===== src/rtl/text_scan_pkg.sv =====
package text_scan_pkg;

  // Strobes passed from the phase control to the scan datapath.
  typedef struct packed {
    logic dotTick;     // rising edge of E xor Q seen this cycle
    logic cellTick;    // fourth E rising edge: advance the scan counter
    logic extRestart;  // rising edge of the external restart input
  } scanStrobe_t;

  localparam int DEF_COL_W        = 5;
  localparam int DEF_ROW_W        = 3;
  localparam int DEF_LINE_W       = 4;
  localparam int DEF_CELL_DIV     = 4;
  localparam int DEF_HBLANK_COLS  = 2;
  localparam int DEF_VBLANK_LINES = 1;

endpackage


===== src/rtl/scan_phase_ctrl.sv =====
module scan_phase_ctrl
  import text_scan_pkg::*;
#(
  parameter int CELL_DIV = DEF_CELL_DIV
) (
  input  logic        clk,
  input  logic        rst,
  input  logic        eClk,
  input  logic        qClk,
  input  logic        extIn,
  output scanStrobe_t strobes
);

  localparam int DIV_W = (CELL_DIV > 2) ? $clog2(CELL_DIV) : 1;
  localparam logic [DIV_W-1:0] DIV_LAST = DIV_W'(CELL_DIV - 1);

  logic eSync, qSync, eLast, xLast, extSync, extLast;
  logic [DIV_W-1:0] divCnt;
  logic xNow, eRise, divWrap;

  assign xNow    = eSync ^ qSync;
  assign eRise   = eSync & ~eLast;
  assign divWrap = (divCnt == DIV_LAST);

  always_comb begin
    strobes.dotTick    = xNow & ~xLast;
    strobes.cellTick   = eRise & divWrap;
    strobes.extRestart = extSync & ~extLast;
  end

  always_ff @(posedge clk) begin
    if (rst) begin
      eSync   <= 1'b0;
      qSync   <= 1'b0;
      eLast   <= 1'b0;
      xLast   <= 1'b0;
      extSync <= 1'b0;
      extLast <= 1'b0;
      divCnt  <= '0;
    end else begin
      eSync   <= eClk;
      qSync   <= qClk;
      eLast   <= eSync;
      xLast   <= xNow;
      extSync <= extIn;
      extLast <= extSync;
      if (eRise) divCnt <= divWrap ? '0 : divCnt + 1'b1;
    end
  end

  // a dot tick never lasts two cycles
  p_dot_single_r1: assert property (@(posedge clk) disable iff (rst)
    strobes.dotTick |=> !strobes.dotTick);

  // a cell tick never lasts two cycles
  p_cell_single_r2: assert property (@(posedge clk) disable iff (rst)
    strobes.cellTick |=> !strobes.cellTick);

  // reset leaves the divider at its start
  p_div_reset_r11: assert property (@(posedge clk)
    rst |=> (divCnt == '0));

endmodule


===== src/rtl/scan_counter_path.sv =====
module scan_counter_path
  import text_scan_pkg::*;
#(
  parameter int COL_W        = DEF_COL_W,
  parameter int ROW_W        = DEF_ROW_W,
  parameter int LINE_W       = DEF_LINE_W,
  parameter int HBLANK_COLS  = DEF_HBLANK_COLS,
  parameter int VBLANK_LINES = DEF_VBLANK_LINES,
  localparam int CNT_W  = COL_W + ROW_W + LINE_W,
  localparam int ADDR_W = COL_W + LINE_W
) (
  input  logic              clk,
  input  logic              rst,
  input  scanStrobe_t       strobes,
  output logic              dotStrobe,
  output logic              cellStrobe,
  output logic [ADDR_W-1:0] ramAddr,
  output logic [ROW_W-1:0]  dotRow,
  output logic              hBlank,
  output logic              vBlank,
  output logic              rowEndPulse,
  output logic              frameEndPulse,
  output logic              vSweepTrig,
  output logic              firstLinePulse
);

  localparam int HB_START = (1 << COL_W) - HBLANK_COLS;
  localparam int VB_START = (1 << LINE_W) - VBLANK_LINES;

  logic [CNT_W-1:0]  scanCnt;
  logic [COL_W-1:0]  column;
  logic [ROW_W-1:0]  rowIdx;
  logic [LINE_W-1:0] lineIdx;
  logic colLast, frameLast, firstLast;

  assign column  = scanCnt[COL_W-1:0];
  assign rowIdx  = scanCnt[COL_W +: ROW_W];
  assign lineIdx = scanCnt[COL_W+ROW_W +: LINE_W];

  assign colLast   = &column;
  assign frameLast = &scanCnt;
  assign firstLast = (lineIdx == '0) && (&rowIdx) && colLast;

  assign ramAddr = {lineIdx, column};
  assign dotRow  = rowIdx;

  generate
    if (HBLANK_COLS > 0) begin : g_hblank
      assign hBlank = (int'(column) >= HB_START);
    end else begin : g_no_hblank
      assign hBlank = 1'b0;
    end
    if (VBLANK_LINES > 0) begin : g_vblank
      assign vBlank = (int'(lineIdx) >= VB_START);
    end else begin : g_no_vblank
      assign vBlank = 1'b0;
    end
  endgenerate

  always_ff @(posedge clk) begin
    if (rst) begin
      scanCnt        <= '0;
      dotStrobe      <= 1'b0;
      cellStrobe     <= 1'b0;
      rowEndPulse    <= 1'b0;
      frameEndPulse  <= 1'b0;
      firstLinePulse <= 1'b0;
      vSweepTrig     <= 1'b0;
    end else begin
      dotStrobe      <= strobes.dotTick;
      cellStrobe     <= strobes.cellTick;
      rowEndPulse    <= strobes.cellTick & colLast;
      frameEndPulse  <= strobes.cellTick & frameLast;
      firstLinePulse <= strobes.cellTick & firstLast;
      vSweepTrig     <= (strobes.cellTick & frameLast) | strobes.extRestart;
      if (strobes.cellTick) scanCnt <= scanCnt + 1'b1;
    end
  end

  // without a cell tick the counter holds
  p_hold_r3: assert property (@(posedge clk) disable iff (rst)
    !strobes.cellTick |=> $stable(scanCnt));

  // a row-end pulse comes with a cell strobe at column 0
  p_rowend_r7: assert property (@(posedge clk) disable iff (rst)
    rowEndPulse |-> (cellStrobe && column == '0));

  // retrace columns are never the column a row-end lands on
  p_hblank_r5: assert property (@(posedge clk) disable iff (rst)
    rowEndPulse |-> !hBlank);

  // frame end is also a row end and fires the vertical trigger
  p_frame_r8: assert property (@(posedge clk) disable iff (rst)
    frameEndPulse |-> (rowEndPulse && vSweepTrig && scanCnt == '0));

  // first-line pulse lands on line 1, row 0, column 0
  p_first_r10: assert property (@(posedge clk) disable iff (rst)
    firstLinePulse |-> (lineIdx == LINE_W'(1) && rowIdx == '0 && column == '0));

  // reset clears the counter
  p_reset_r11: assert property (@(posedge clk)
    rst |=> (scanCnt == '0 && !vSweepTrig));

endmodule


===== src/rtl/text_scan_timer.sv =====
module text_scan_timer
  import text_scan_pkg::*;
#(
  parameter int COL_W        = DEF_COL_W,
  parameter int ROW_W        = DEF_ROW_W,
  parameter int LINE_W       = DEF_LINE_W,
  parameter int CELL_DIV     = DEF_CELL_DIV,
  parameter int HBLANK_COLS  = DEF_HBLANK_COLS,
  parameter int VBLANK_LINES = DEF_VBLANK_LINES
) (
  input  logic                      clk,
  input  logic                      rst,
  input  logic                      eClk,
  input  logic                      qClk,
  input  logic                      dualResetIn,
  output logic                      dotStrobe,
  output logic                      cellStrobe,
  output logic [COL_W+LINE_W-1:0]   ramAddr,
  output logic [ROW_W-1:0]          dotRow,
  output logic                      hBlank,
  output logic                      vBlank,
  output logic                      rowEndPulse,
  output logic                      frameEndPulse,
  output logic                      vSweepTrig,
  output logic                      firstLinePulse
);

  scanStrobe_t strobes;

  scan_phase_ctrl #(.CELL_DIV(CELL_DIV)) u_ctrl (
    .clk     (clk),
    .rst     (rst),
    .eClk    (eClk),
    .qClk    (qClk),
    .extIn   (dualResetIn),
    .strobes (strobes)
  );

  scan_counter_path #(
    .COL_W        (COL_W),
    .ROW_W        (ROW_W),
    .LINE_W       (LINE_W),
    .HBLANK_COLS  (HBLANK_COLS),
    .VBLANK_LINES (VBLANK_LINES)
  ) u_path (
    .clk            (clk),
    .rst            (rst),
    .strobes        (strobes),
    .dotStrobe      (dotStrobe),
    .cellStrobe     (cellStrobe),
    .ramAddr        (ramAddr),
    .dotRow         (dotRow),
    .hBlank         (hBlank),
    .vBlank         (vBlank),
    .rowEndPulse    (rowEndPulse),
    .frameEndPulse  (frameEndPulse),
    .vSweepTrig     (vSweepTrig),
    .firstLinePulse (firstLinePulse)
  );

endmodule


===== config.mk =====
export PLATFORM = sky130hd
export DESIGN_NAME = text_scan_timer
export DESIGN_NICKNAME = d
export VERILOG_FILES = /design/src/rtl/text_scan_pkg.sv /design/src/rtl/scan_phase_ctrl.sv /design/src/rtl/scan_counter_path.sv /design/src/rtl/text_scan_timer.sv
export SDC_FILE = /design/constraint.sdc
export NUM_CORES = 1
export LEC_CHECK = 0
export CAP_MARGIN = 20
export CELL_PAD_IN_SITES_DETAIL_PLACEMENT = 0
export CELL_PAD_IN_SITES_GLOBAL_PLACEMENT = 1
export CORE_MARGIN = 1.5
export CORE_UTILIZATION = 39
export DETAILED_ROUTE_END_ITERATION = 8
export GPL_TIMING_DRIVEN = 0
export PLACE_DENSITY = 0.93
export SLEW_MARGIN = 20
export SYNTH_ARGS = -nofsm -noshare
export SYNTH_HDL_FRONTEND = slang
export SYNTH_SLANG_ARGS = --single-unit
export TNS_END_PERCENT = 5

===== constraint.sdc =====
create_clock -name clk -period 2.35 [get_ports clk]
set_clock_uncertainty 0.05 [all_clocks]
set_input_delay 0.235 -clock clk [delete_from_list [all_inputs] [get_ports clk]]
set_output_delay 0.235 -clock clk [all_outputs]
set_load 0.02 [all_outputs]

# Word-level counts from Yosys, hierarchy flattened
# Cells that the tools add are included.
[totals]
wordCells = 38
input_bits = 5
reg_bits = 26
output_inout_bits = 20
[op_classes]
addsub = 2
n_eq_ne = 1
mux = 1
reduce_logical = 6
bitwise = 12
n_lt_le_gt_ge = 2
[op_table]
columns = ["op", "count"]
rows = [
  ["$add 12x1->12 const B", 1],
  ["$reduce_and 12->1", 1],
  ["$and 1x1->1", 7],
  ["$ge 5x5->1 const B", 1],
  ["$reduce_and 5->1", 1],
  ["$ge 4x4->1 const B", 1],
  ["$logic_not 4->1", 1],
  ["$not 1->1", 3],
  ["$reduce_and 3->1", 1],
  ["$add 2x1->2 const B", 1],
  ["$eq 2x2->1 const B", 1],
  ["$logic_and 1x1->1", 2],
  ["$mux 2", 1],
  ["$or 1x1->1", 1],
  ["$xor 1x1->1", 1],
]

# Logic depth before layout (Yosys ltp)
[depth]
word_depth = 5
mapped_depth = 6
depth_no_buf = 5

# Modules after synthesis
# From an unflattened synthesis, not the netlist that was laid out.
[hier_totals]
hier_cells = 108
hier_area_um2 = 1058.5
[modules_own_cells]
columns = ["mod", "seq_area_each_um2", "cells_per_inst", "instances", "area_per_inst_um2"]
rows = [
  ["scan_counter_path", 360.3, 83, 1, 785.8],
  ["scan_phase_ctrl", 160.2, 25, 1, 272.8],
]

# Least setup slack after synthesis
# No wires, ideal clock.
[synth_timing]
path_kind = "register -> register"
from = "reg u_path.scanCnt[1]"
to = "reg u_path.scanCnt[10]"
setup_ps = 119
slack_ps = 811
synth_period_minus_slack_ps = 1539
required_time_ps = 2181
path_stages_with_launch = 6
path_buffers = 0
t_arrival_ps = 1371
path_cell_list = "dfxtp_1 ha_1 nand4_1 nor4_2 xnor2_1 nor2_1"
[synth_between]
elab_chain_len = 1
[synth_rtl]
columns = ["item", "line_no", "rtl"]
rows = [
  ["start: declaration", "scan_counter_path.sv:30", "logic [CNT_W-1:0] scanCnt;"],
  ["start signal: assignment", "scan_counter_path.sv:76", "if (strobes.cellTick) scanCnt <= scanCnt + 1'b1;"],
  ["$add 12x1->12", "scan_counter_path.sv:76", ""],
]
# Every way passes these cells.
# A chain may end at the register's enable or synchronous reset.

# Worst setup path in the final report
[layout_timing]
from = "reg u_path.scanCnt[1]"
to = "out hBlank"
[layout_between]
elab_chain_len = 1
[layout_rtl]
columns = ["item", "line_no", "rtl"]
rows = [
  ["$ge 5x5->1", "scan_counter_path.sv:49", "assign hBlank = (int'(column) >= HB_START);"],
  ["end: declaration", "text_scan_timer.sv:20", "output logic hBlank,"],
]
# Every way passes these cells.

==> impl_metrics.tcl <==
set metrics [dict create \
    cts-root-buf "clkbuf_4" \
    slowest_delay_ns 0.61 \
    cts_tree "yes" \
    grt_pass1_vias 784 \
    crit_chain "ha_1, nor2_1, nor2_1, clkdlybuf4s50_1" \
    cts.path.max_buffers 2 \
    synth_top_area_share 0.491 \
    synth_cell_types 34 \
    cp-start-kind "flop" \
    insertion_delay_ns 0.31 \
    post_cts_resized 0 \
    die_w_um 55.1 \
    critPathRequiredTime_ns 2.07 \
    first_pass_iters 4 \
    grt_pass1_wl_mm 3.33 \
    hold_viol_final 0 \
    vias 843 \
    worstPathMaxFanout 7 \
    yosys.area.top_type "dfxtp_1" \
    grt_max_degree 14 \
    hold_class "reg2reg" \
    fillers 246 \
    yosys_warnings 0 \
    fin_crit_sh 0.850 \
    drive_gt1_frac 0.102 \
    ys_ff_latch 26 \
    placed_cell_area_sq_um 1340 \
    start_util 0.420 \
    viasPerCell 5.05 \
    ys_seq_area_frac 0.491 \
    post-cts-setup-buffers 0 \
    ys.flop_type "dfxtp_1" \
    drv_slew 0 \
    seq_power_share 0.682 \
    fin_nets 148 \
    finish.instance_area_sq_um 1360 \
    overflow 0 \
    synth_nets 119 \
    die_area_sq_um 3040 \
    internal-power_uw 529 \
    ioPinCount 25 \
    drt-total-wl_mm 1.92 \
    powerDensity_nw_per_um2 491 \
    arrival_ns 1.71 \
    reg2reg_depth 4 \
    die_h_um 55.1 \
    crit_type "reg2out" \
    synthArstFlopShare 0 \
    core_area_sq_um 2520 \
    power.switching_uw 139 \
    yosysMostFrequentCell "dfxtp_1" \
    htree_levels 1 \
    syn_to_final_growth_pct 28.3 \
    portBuffers 24 \
    path_clk_slew_ns 0.12 \
    postRouteAntennaNets 0 \
    status "finished clean" \
    antenna_found_initial 0 \
    comb_power_share 0.053 \
    fin_tns_setup_ns 0 \
    route.detailed.drc 0 \
    finalCriticalPeriod_ns 2.00 \
    dr.first_iter.drc_count 8 \
    netlist_top_cells_area "dfxtp_1 49%, nor2_1 5.0%, xnor2_1 5.0%, ha_1 4.7%, nand2_1 3.9%" \
    syn_area_sq_um 1060 \
    clock-sinks 26 \
    setup_viol 0 \
    switching_share 0.208 \
    netlist_instances 110 \
    wl_per_cell_um 11.5 \
    synth-edff-count 0 \
    end_kind "output port" \
    hpwl_mm 1.45 \
    ctsHoldBuffers 0 \
    power_frac_clock 0.265 \
    rows 18 \
    worstHoldPathCells 1 \
    maxCapViolCount 0 \
    slowest_stage "clkdlybuf4s50_1" \
    fmax_mhz 500 \
    ir_drop_mv 0.445 \
    diodes 0 \
    tightest_slew_ns 0.472 \
    synthTopCellsByCount "26 x dfxtp_1, 14 x nor2_1, 11 x nand2_1" \
    syn_avg_cell_area_sq_um 9.63 \
    p_leak_nw 0.522 \
    numCtsBuffers 3 \
    grt.total_usage 0.155 \
    gp_congestion 0.747 \
    relSlewSlack 0.685 \
    rsz0062_at_grt "no" \
    crit_path_frequent_cell "nor2_1" \
]
==> stage by stage <==
stage | hold slack [ns] | power (mW) | setup WS [ns] | utilization | instances
after global placement | 0.333 | 0.500 | 0.536 | 0.530 | 164
final | 0.349 | 0.667 | 0.352 | 0.539 | 167
after floorplan | 0.264 | 0.485 | 0.811 | - | 110
after detailed placement | 0.332 | 0.501 | 0.523 | 0.530 | 164
after global routing | 0.381 | 0.700 | 0.218 | 0.539 | 167
after CTS | 0.350 | 0.676 | 0.327 | 0.539 | 167
==> power by group through the flow <==
stage / Clock, mW / Sequential [mW] / Combinational (mW)
2_1_floorplan: 0 / 0.467 / 0.0183
3_3_place_gp: 0 / 0.465 / 0.0351
3_5_place_dp: 0 / 0.465 / 0.0360
4_1_cts: 0.185 / 0.455 / 0.0360
5_1_grt: 0.204 / 0.456 / 0.0394
6_report: 0.177 / 0.455 / 0.0353
==> registers in the layout (all words and copies together), names as in the netlist <==
| register | flops |
|---|---|
| u_path.firstLinePulse | 1 |
| u_ctrl.extLast | 1 |
| u_path.cellStrobe | 1 |
| u_ctrl.qSync | 1 |
| u_ctrl.divCnt | 2 |
| u_ctrl.eSync | 1 |
| u_path.dotStrobe | 1 |
| u_ctrl.extSync | 1 |
| u_ctrl.eLast | 1 |
| u_path.frameEndPulse | 1 |
| u_path.rowEndPulse | 1 |
| u_path.scanCnt | 12 |
| u_ctrl.xLast | 1 |
| u_path.vSweepTrig | 1 |
==> metal layers <==
layer,share of wire,vias up,track usage
li1,-,430,-
met1,0.47,386,0.191
met2,0.47,25,0.250
met3,0.056,2,0.0591
met4,0.0088,0,0.0488
met5,0,-,0
==> area by class of cell <==
class / count / area (sq um) / area share
buffer: 3 / 13.8 / 0.0101
clock buffer: 3 / 22.5 / 0.0166
inverter: 3 / 11.3 / 0.00828
multi-input combinational: 78 / 514 / 0.378
sequential: 26 / 520 / 0.383
tap: 30 / 37.5 / 0.0276
timing repair buffer: 24 / 240 / 0.177
==> placed cells by master (no fill, tap or decap), types with 2 or more instances in the layout <==
master | Yosys | final
dfxtp_1 | 26 | 26
clkdlybuf4s50_1 | 0 | 24
nor2_1 | 14 | 14
nand2_1 | 11 | 11
xnor2_1 | 6 | 6
a21oi_1 | 5 | 5
nor2b_1 | 4 | 4
ha_1 | 4 | 4
inv_1 | 3 | 3
and3_1 | 3 | 3
nor4_1 | 3 | 3
nand4_1 | 3 | 3
nor3_1 | 3 | 3
clkbuf_4 | 0 | 3
buf_2 | 2 | 2
xor2_1 | 2 | 2
nor2_2 | 2 | 2
==> critical path: cells and delay by family, from the launching register on <==
family                   cells  cell delay [ns]
AND/OR/NAND/NOR              2             0.15
buffers and inverters        1             0.61
adder cells (fa/ha/maj)      1             0.19
flip-flops                   1             0.45
==> final timing paths <==
path | start | endpoint | slack (ns)
max | u_path.scanCnt[1]$_SDFFE_PP0P_ | hBlank | 0.35
max reg2reg | u_path.scanCnt[1]$_SDFFE_PP0P_ | u_path.scanCnt[6]$_SDFFE_PP0P_ | 0.80
min | u_ctrl.xLast$_SDFF_PP0_ | u_path.dotStrobe$_SDFF_PP0_ | 0.35
min reg2reg | u_ctrl.xLast$_SDFF_PP0_ | u_path.dotStrobe$_SDFF_PP0_ | 0.35
==> kinds of logic (layout without fill, tap and decap cells) <==
| logic type | after synthesis | in the layout | synth area share |
|---|---|---|---|
| AND/OR/NAND/NOR | 56 | 56 | 0.312 |
| multiplexers | 1 | 1 | 0.00945 |
| buffers and inverters | 6 | 33 | 0.0236 |
| flip-flops | 26 | 26 | 0.491 |
| XOR/XNOR | 8 | 8 | 0.0661 |
| adder cells (fa/ha/maj) | 4 | 4 | 0.0472 |
| AO/OA/AOI/OAI | 9 | 9 | 0.0508 |
No activity file was read; power rests on OpenSTA's default activity.
